==> config.mk <==
export PLATFORM = sky130hd
export DESIGN_NAME = sio_sensor_slave
export DESIGN_NICKNAME = d
export VERILOG_FILES = /design/src/rtl/sio_pkg.sv /design/src/rtl/sio_sync.sv /design/src/rtl/sio_regfile.sv /design/src/rtl/sio_engine.sv /design/src/rtl/sio_sensor_slave.sv
export SDC_FILE = /design/constraint.sdc
export NUM_CORES = 1
export LEC_CHECK = 0
export BUFFER_PORTS_ARGS = -buffer_cell sky130_fd_sc_hd__buf_2
export CORE_UTILIZATION = 35
export DETAILED_ROUTE_END_ITERATION = 12
export REMOVE_ABC_BUFFERS = 1
export SYNTH_ARGS = -nofsm -noshare
export SYNTH_HDL_FRONTEND = slang
export SYNTH_SLANG_ARGS = --single-unit
==> constraint.sdc <==
create_clock -name clk -period 1.8 [get_ports clk]
set_input_delay 0.09 -clock clk [delete_from_list [all_inputs] [get_ports clk]]
set_output_delay 0.09 -clock clk [all_outputs]
set_load 0.03 [all_outputs]
==> src/rtl/sio_pkg.sv <==
package sio_pkg;

    localparam int WORD_W = 16;
    localparam int BYTE_W = 8;
    localparam int ADDR_W = 2;
    localparam int CNT_W  = $clog2(WORD_W);

    typedef enum logic [2:0] {
        PH_IDLE,
        PH_TEMP,
        PH_CMD,
        PH_RD,
        PH_WR
    } phase_e;

    typedef enum logic [ADDR_W-1:0] {
        RA_CTRL = 2'd0,
        RA_HIGH = 2'd1,
        RA_LOW  = 2'd2,
        RA_ID   = 2'd3
    } reg_addr_e;

    typedef struct packed {
        logic       rd;
        logic [4:0] spare;
        reg_addr_e  addr;
    } cmd_t;

    typedef struct packed {
        logic              hi;
        logic              lo;
        reg_addr_e         addr;
        logic [BYTE_W-1:0] data;
    } wr_req_t;

    function automatic logic drives_line(phase_e p);
        return (p == PH_TEMP) || (p == PH_RD);
    endfunction

endpackage

==> src/rtl/sio_sync.sv <==
module sio_sync #(
    parameter int                STAGES  = 2,
    parameter int                WIDTH   = 3,
    parameter logic [WIDTH-1:0]  RST_VAL = '0
) (
    input  logic             clk,
    input  logic             rst,
    input  logic [WIDTH-1:0] din,
    output logic [WIDTH-1:0] lvl,
    output logic [WIDTH-1:0] rise,
    output logic [WIDTH-1:0] fall
);
    logic [STAGES-1:0][WIDTH-1:0] chain;
    logic [WIDTH-1:0]             prev;

    always_ff @(posedge clk) begin
        if (rst) begin
            for (int i = 0; i < STAGES; i++) chain[i] <= RST_VAL;
            prev <= RST_VAL;
        end else begin
            chain[0] <= din;
            for (int i = 1; i < STAGES; i++) chain[i] <= chain[i-1];
            prev <= chain[STAGES-1];
        end
    end

    assign lvl  = chain[STAGES-1];
    assign rise = chain[STAGES-1] & ~prev;
    assign fall = ~chain[STAGES-1] & prev;
endmodule

==> src/rtl/sio_regfile.sv <==
module sio_regfile
    import sio_pkg::*;
#(
    parameter logic [WORD_W-1:0] ID_VALUE = 16'h5A17,
    parameter logic [WORD_W-1:0] HI_RST   = 16'h2800,
    parameter logic [WORD_W-1:0] LO_RST   = 16'h0500
) (
    input  logic              clk,
    input  logic              rst,
    input  wr_req_t           wr,
    input  reg_addr_e         rd_addr,
    output logic [WORD_W-1:0] rd_data
);
    localparam int N_LIM = 2;

    logic [BYTE_W-1:0] ctrl_q;
    logic [WORD_W-1:0] lim_word [N_LIM];

    always_ff @(posedge clk) begin
        if (rst)                              ctrl_q <= '0;
        else if (wr.lo && wr.addr == RA_CTRL) ctrl_q <= wr.data;
    end

    for (genvar g = 0; g < N_LIM; g++) begin : g_lim
        localparam logic [WORD_W-1:0] RV = (g == 0) ? HI_RST : LO_RST;
        localparam reg_addr_e         MY = reg_addr_e'(g + 1);
        logic [WORD_W-1:0] q;

        always_ff @(posedge clk) begin
            if (rst) begin
                q <= RV;
            end else begin
                if (wr.hi && wr.addr == MY) q[WORD_W-1:BYTE_W] <= wr.data;
                if (wr.lo && wr.addr == MY) q[BYTE_W-1:0]      <= wr.data;
            end
        end
        assign lim_word[g] = q;
    end

    always_comb begin
        unique case (rd_addr)
            RA_CTRL: rd_data = {{(WORD_W-BYTE_W){1'b0}}, ctrl_q};
            RA_HIGH: rd_data = lim_word[0];
            RA_LOW:  rd_data = lim_word[1];
            default: rd_data = ID_VALUE;
        endcase
    end
endmodule

==> src/rtl/sio_engine.sv <==
module sio_engine
    import sio_pkg::*;
(
    input  logic              clk,
    input  logic              rst,
    input  logic              cs_fall,
    input  logic              cs_rise,
    input  logic              sck_rise,
    input  logic              sck_fall,
    input  logic              din,
    input  logic [WORD_W-1:0] temp,
    input  logic [WORD_W-1:0] rd_data,
    output reg_addr_e         rd_addr,
    output wr_req_t           wr,
    output logic              dout,
    output logic              oe
);
    localparam logic [CNT_W-1:0] LAST_BIT  = CNT_W'(WORD_W - 1);
    localparam logic [CNT_W-1:0] BYTE_LAST = CNT_W'(BYTE_W - 1);

    phase_e            ph;
    logic [CNT_W-1:0]  cnt;
    logic [WORD_W-1:0] sh;
    cmd_t              cmd_q;
    logic [BYTE_W-1:0] byte_in;
    cmd_t              cmd_nxt;

    assign byte_in = {sh[BYTE_W-2:0], din};
    assign cmd_nxt = cmd_t'(byte_in);
    assign rd_addr = cmd_nxt.addr;

    assign wr.hi   = sck_rise && ph == PH_WR && cnt == BYTE_LAST;
    assign wr.lo   = sck_rise && ph == PH_WR && cnt == LAST_BIT;
    assign wr.addr = cmd_q.addr;
    assign wr.data = byte_in;

    assign oe   = drives_line(ph);
    assign dout = oe & sh[WORD_W-1];

    always_ff @(posedge clk) begin
        if (rst) begin
            ph    <= PH_IDLE;
            cnt   <= '0;
            sh    <= '0;
            cmd_q <= '0;
        end else begin
            if (cs_fall) begin
                ph  <= PH_TEMP;
                cnt <= '0;
                sh  <= temp;
            end else if (ph != PH_IDLE) begin
                if (sck_rise) begin
                    cnt <= cnt + 1'b1;
                    unique case (ph)
                        PH_TEMP: if (cnt == LAST_BIT) ph <= PH_CMD;
                        PH_CMD: begin
                            sh <= {sh[WORD_W-2:0], din};
                            if (cnt == BYTE_LAST) begin
                                cmd_q <= cmd_nxt;
                                cnt   <= '0;
                                if (cmd_nxt.rd) begin
                                    ph <= PH_RD;
                                    sh <= rd_data;
                                end else begin
                                    ph <= PH_WR;
                                end
                            end
                        end
                        PH_RD: if (cnt == LAST_BIT) ph <= PH_CMD;
                        PH_WR: begin
                            sh <= {sh[WORD_W-2:0], din};
                            if (cnt == LAST_BIT) ph <= PH_CMD;
                        end
                        default: ;
                    endcase
                end else if (sck_fall && drives_line(ph) && cnt != '0) begin
                    sh <= {sh[WORD_W-2:0], 1'b0};
                end
            end
            if (cs_rise) ph <= PH_IDLE;
        end
    end
endmodule

==> src/rtl/sio_sensor_slave.sv <==
module sio_sensor_slave
    import sio_pkg::*;
#(
    parameter int                SYNC_STAGES = 2,
    parameter logic [WORD_W-1:0] ID_VALUE    = 16'h5A17,
    parameter logic [WORD_W-1:0] HI_RST      = 16'h2800,
    parameter logic [WORD_W-1:0] LO_RST      = 16'h0500
) (
    input  logic              clk,
    input  logic              rst,
    input  logic              cs_n,
    input  logic              sclk,
    input  logic              sio_in,
    input  logic [WORD_W-1:0] temp_in,
    output logic              sio_out,
    output logic              sio_oe
);
    logic [2:0]        pin_lvl, pin_rise, pin_fall;
    logic              cs_fall, cs_rise, sck_rise, sck_fall, din_s;
    reg_addr_e         rd_addr;
    logic [WORD_W-1:0] rd_data;
    wr_req_t           wr_req;

    sio_sync #(
        .STAGES (SYNC_STAGES),
        .WIDTH  (3),
        .RST_VAL(3'b100)
    ) u_sync (
        .clk (clk),
        .rst (rst),
        .din ({cs_n, sclk, sio_in}),
        .lvl (pin_lvl),
        .rise(pin_rise),
        .fall(pin_fall)
    );

    assign cs_fall  = pin_fall[2];
    assign cs_rise  = pin_rise[2];
    assign sck_rise = pin_rise[1];
    assign sck_fall = pin_fall[1];
    assign din_s    = pin_lvl[0];

    sio_engine u_eng (
        .clk     (clk),
        .rst     (rst),
        .cs_fall (cs_fall),
        .cs_rise (cs_rise),
        .sck_rise(sck_rise),
        .sck_fall(sck_fall),
        .din     (din_s),
        .temp    (temp_in),
        .rd_data (rd_data),
        .rd_addr (rd_addr),
        .wr      (wr_req),
        .dout    (sio_out),
        .oe      (sio_oe)
    );

    sio_regfile #(
        .ID_VALUE(ID_VALUE),
        .HI_RST  (HI_RST),
        .LO_RST  (LO_RST)
    ) u_rf (
        .clk    (clk),
        .rst    (rst),
        .wr     (wr_req),
        .rd_addr(rd_addr),
        .rd_data(rd_data)
    );
endmodule

==> impl_results.md <==
* Status: finished, final reports clean
* Crit-path slowest cell: or4bb_4
* Fin crit share at 96.0%
* FF-to-FF setup slack at 0.07 ns
* Most frequent cells after synthesis: dfxtp_1, mux2i_1, nor2_1
* Worst Path Class, Setup: flop to flop
* RSZ-0062 raised after global routing: true
* H-tree depth at 3
* Cell taking the most area after synthesis: dfxtp_1
* Setup TNS at 0 ns
* I/O pins at 23
* Fmax at 579 MHz
* Largest net degree at the start of global routing at 35
* Pins Over Slew Limit at 0
* Worst setup startpoint: u_sync.lvl[1]
* Synth warn at 0
* Vias per inst at 5.14
* Min-delay worst type: input port to flop
* Yosys top cell area share at between 40% and 50%
* Avg Cell Area, Syn at 9.51 µm²
* Startpoint types: flop
* Vias in the first global route at 2,759
* Die area at 10,200 µm²
* Area grow syn2layout at 24.5%
* Clock root cell: clkbuf_8
* Nets at 443
* Async S/R FF share, synth at 0%
* R2R Path Start: u_sync.lvl[1]
* First-pass GRT wire length at ~14,000 µm
* Share of cells above drive strength 1 at 24.0%
* # diodes at 0
* Compound-Gate Fraction of Synth Area at 15.1%
* First-pass detailed-route iteration total at 4
* Most common cell in the netlist: dfxtp_1
* DR WL/cell at 15.0 µm
* Hpwl dp at 5760 µm
* Final setup violating endpoints at 0
* Top FF cell, synth: dfxtp_1
* RePlAce Congestion at 0.807
* Detail Route Antenna Nets at 0
* P_leak at 1.76 nW
* Initial DRC Count at 139
* Peak supply drop at around 0.44 mV
* Clock-pin slew on the worst setup and hold paths at approximately 0.08 ns
* Post-Route WL at 8280 µm
* Worst-Skew Late Latency at 0.37 ns
* FP Rows at 35
* Multi-input combinational cell area at 1840 µm²
* Max-cap violation count at 0
* Critical Path Fanout Max at 6
* Initial antenna violation count at 0
* Post-route DRC at 0
* Crit path arrival time at about 2.0 ns
* Simple-Gate Fraction of Synth Area at 19.4%
* Syn Inst Count at 360
* Synth Area in XOR/XNOR at between 1 and 1.5%
* Slew Limit Headroom at 40.9%
* DIE HEIGHT at 101 µm
* Remaining global-route overflow at 0
* Number of synthesized flops with an enable pin at 0
* Total Power at between 3 and 4 mW
* WP data required at 2.05 ns
* Crit-path cells: or4bb_4 -> o32a_1 -> buf_4 -> a32oi_1 -> o21ai_0
* Post-synthesis mux area share at roughly 16%
* Critical Path Max Stage Delay at 0.56 ns
* Final min period at 1.73 ns
* I/O Buffers at 22
* Initial Util at 36.5%
* Slew @ Worst Pin at between 0.8 and 0.9 ns
* Synth cell types at 53
* Main combinational cell family by area after synthesis: simple AND/OR/NAND/NOR gates
* Register Area at 1470 µm²
* Final hold violations at 0
* Worst setup endpoint: u_eng.sh[3]
* CTS tree: built
* FF-to-FF End: u_eng.sh[3]
* Worst r2r path cells at 5
* Area share of fa/ha/maj cells after synthesis at less than 1%
* CP Capture Type: flop
* Sequential share of the synthesized area at 42.7%
* Core box area at 9370 µm²
* Inserted Clock Buffers at 9
* Via Count at 2,845
* Clock Path Buffers at 2
* CTS Sinks at 73
* Largest cells by area after synthesis: dfxtp_1, mux2i_1, nor2_1, a32oi_1, nor2b_1
* #FFs+latches synth at between 70 and 80
* Fillers at 931
* Die width at between 100 and 150 µm
* Post-synthesis cell area at 3420 µm²
* Clk_skew at approximately 0.011 ns
* PwrDens at 724 nW/µm²
* GRT Util Overall at 17.8%
worst min-delay path by stage:
stage | from | end | slack, ns | cells past startpoint
3_3_place_gp | cs_n | u_sync.chain[2] | 0.28 | 2
2_1_floorplan | rst | u_eng.wr[8] | 0.16 | 1
6_report | temp_in[7] | u_eng.sh[7] | 0.03 | 3
5_1_grt | temp_in[7] | u_eng.sh[7] | 0.05 | 3
4_1_cts | temp_in[7] | u_eng.sh[7] | 0.02 | 3
3_5_place_dp | cs_n | u_sync.chain[2] | 0.28 | 2
logic make-up (layout without fill, tap and decap cells):
family | Yosys count | after routing
buf+inv | 35 | 100
xor+xnor | 5 | 5
fa+ha+maj | 2 | 2
mux | 56 | 56
simple gates | 116 | 116
flops | 73 | 73
compound gates | 73 | 73
layer usage:
metal	track usage (%)	part of all wire, %	vias up
met5	0	0	-
met4	5.57	1.5	0
met3	4.79	4.6	11
met2	28.0	45	61
li1	-	-	1412
met1	23.6	49	1361
cell type report:
| cell class | instances | area share, % |
|---|---|---|
| Clock buffer | 9 | 2.90 |
| Multi-Input combinational cell | 252 | 43.2 |
| Inverter | 6 | 0.528 |
| Sequential cell | 73 | 34.4 |
| Tap cell | 129 | 3.79 |
| Timing Repair Buffer | 78 | 13.7 |
| Clock inverter | 7 | 1.41 |
through the flow:
| stage | hold slack, ns | cells | utilization (%) | worst slack (ns) | cell area, µm² |
|---|---|---|---|---|---|
| after floorplan | 0.159 | 331 | - | -0.343 | 3290 |
| after global placement | 0.278 | 521 | 41.1 | 0.00937 | 3860 |
| after detailed placement | 0.283 | 521 | 41.1 | -0.0394 | 3860 |
| after CTS | 0.0192 | 554 | 45.2 | 0.0122 | 4230 |
| after global routing | 0.0537 | 554 | 45.5 | -0.00640 | 4260 |
| final | 0.0332 | 554 | 45.5 | 0.0720 | 4260 |
what timing repair did:
item,in CTS,in global routing
setup endpoints to repair,5,24
pin swaps,1,3
resized for setup,4,11
hold buffers,15,0
hold endpoints to repair,15,0
buffers inserted,2,0
where the power goes:
group	switching, mW	leakage (nW)	internal (mW)	total (mW)
registers	0.0257	0.594	1.64	1.66
logic	0.109	1.08	0.101	0.210
clock network	0.694	0.0848	0.523	1.22
cells in the final DEF, fill, tap and decap left out, types with 2 or more instances in the layout:
master / count
a211o_1: 4
a21oi_1: 12
a22o_1: 5
a311oi_1: 3
a32oi_1: 12
buf_2: 22
buf_4: 39
clkbuf_8: 9
clkinvlp_4: 3
dfxtp_1: 67
dfxtp_2: 6
dlygate4sd3_1: 15
inv_1: 6
inv_6: 3
mux2i_1: 56
nand2_1: 6
nand2b_1: 6
nand3_1: 4
nand3b_1: 2
nand4b_1: 2
nor2_1: 53
nor2b_1: 14
nor3_1: 8
nor3b_2: 2
nor4b_2: 2
o21ai_0: 11
o21ai_1: 11
o2bb2ai_1: 4
or2_2: 3
or3b_1: 2
xnor2_1: 4
registers in the layout (all words and copies together) (netlist names):
name	flops
u_eng.cnt	4
u_eng.ph	3
u_eng.sh	16
u_eng.wr	2
u_rf.ctrl_q	8
u_rf.g_lim.q	32
u_sync.chain	3
u_sync.lvl	3
u_sync.prev	2
worst max-delay path, delay by kind of cell (launching register included):
kind                   cells  cell delay, ns
AOI/OAI and AO/OA          3            0.50
buffers and inverters      1            0.18
DFF                        1            0.36
and+or+nand+nor            1            0.56
Note: power is estimated with default switching activity, not from simulation.
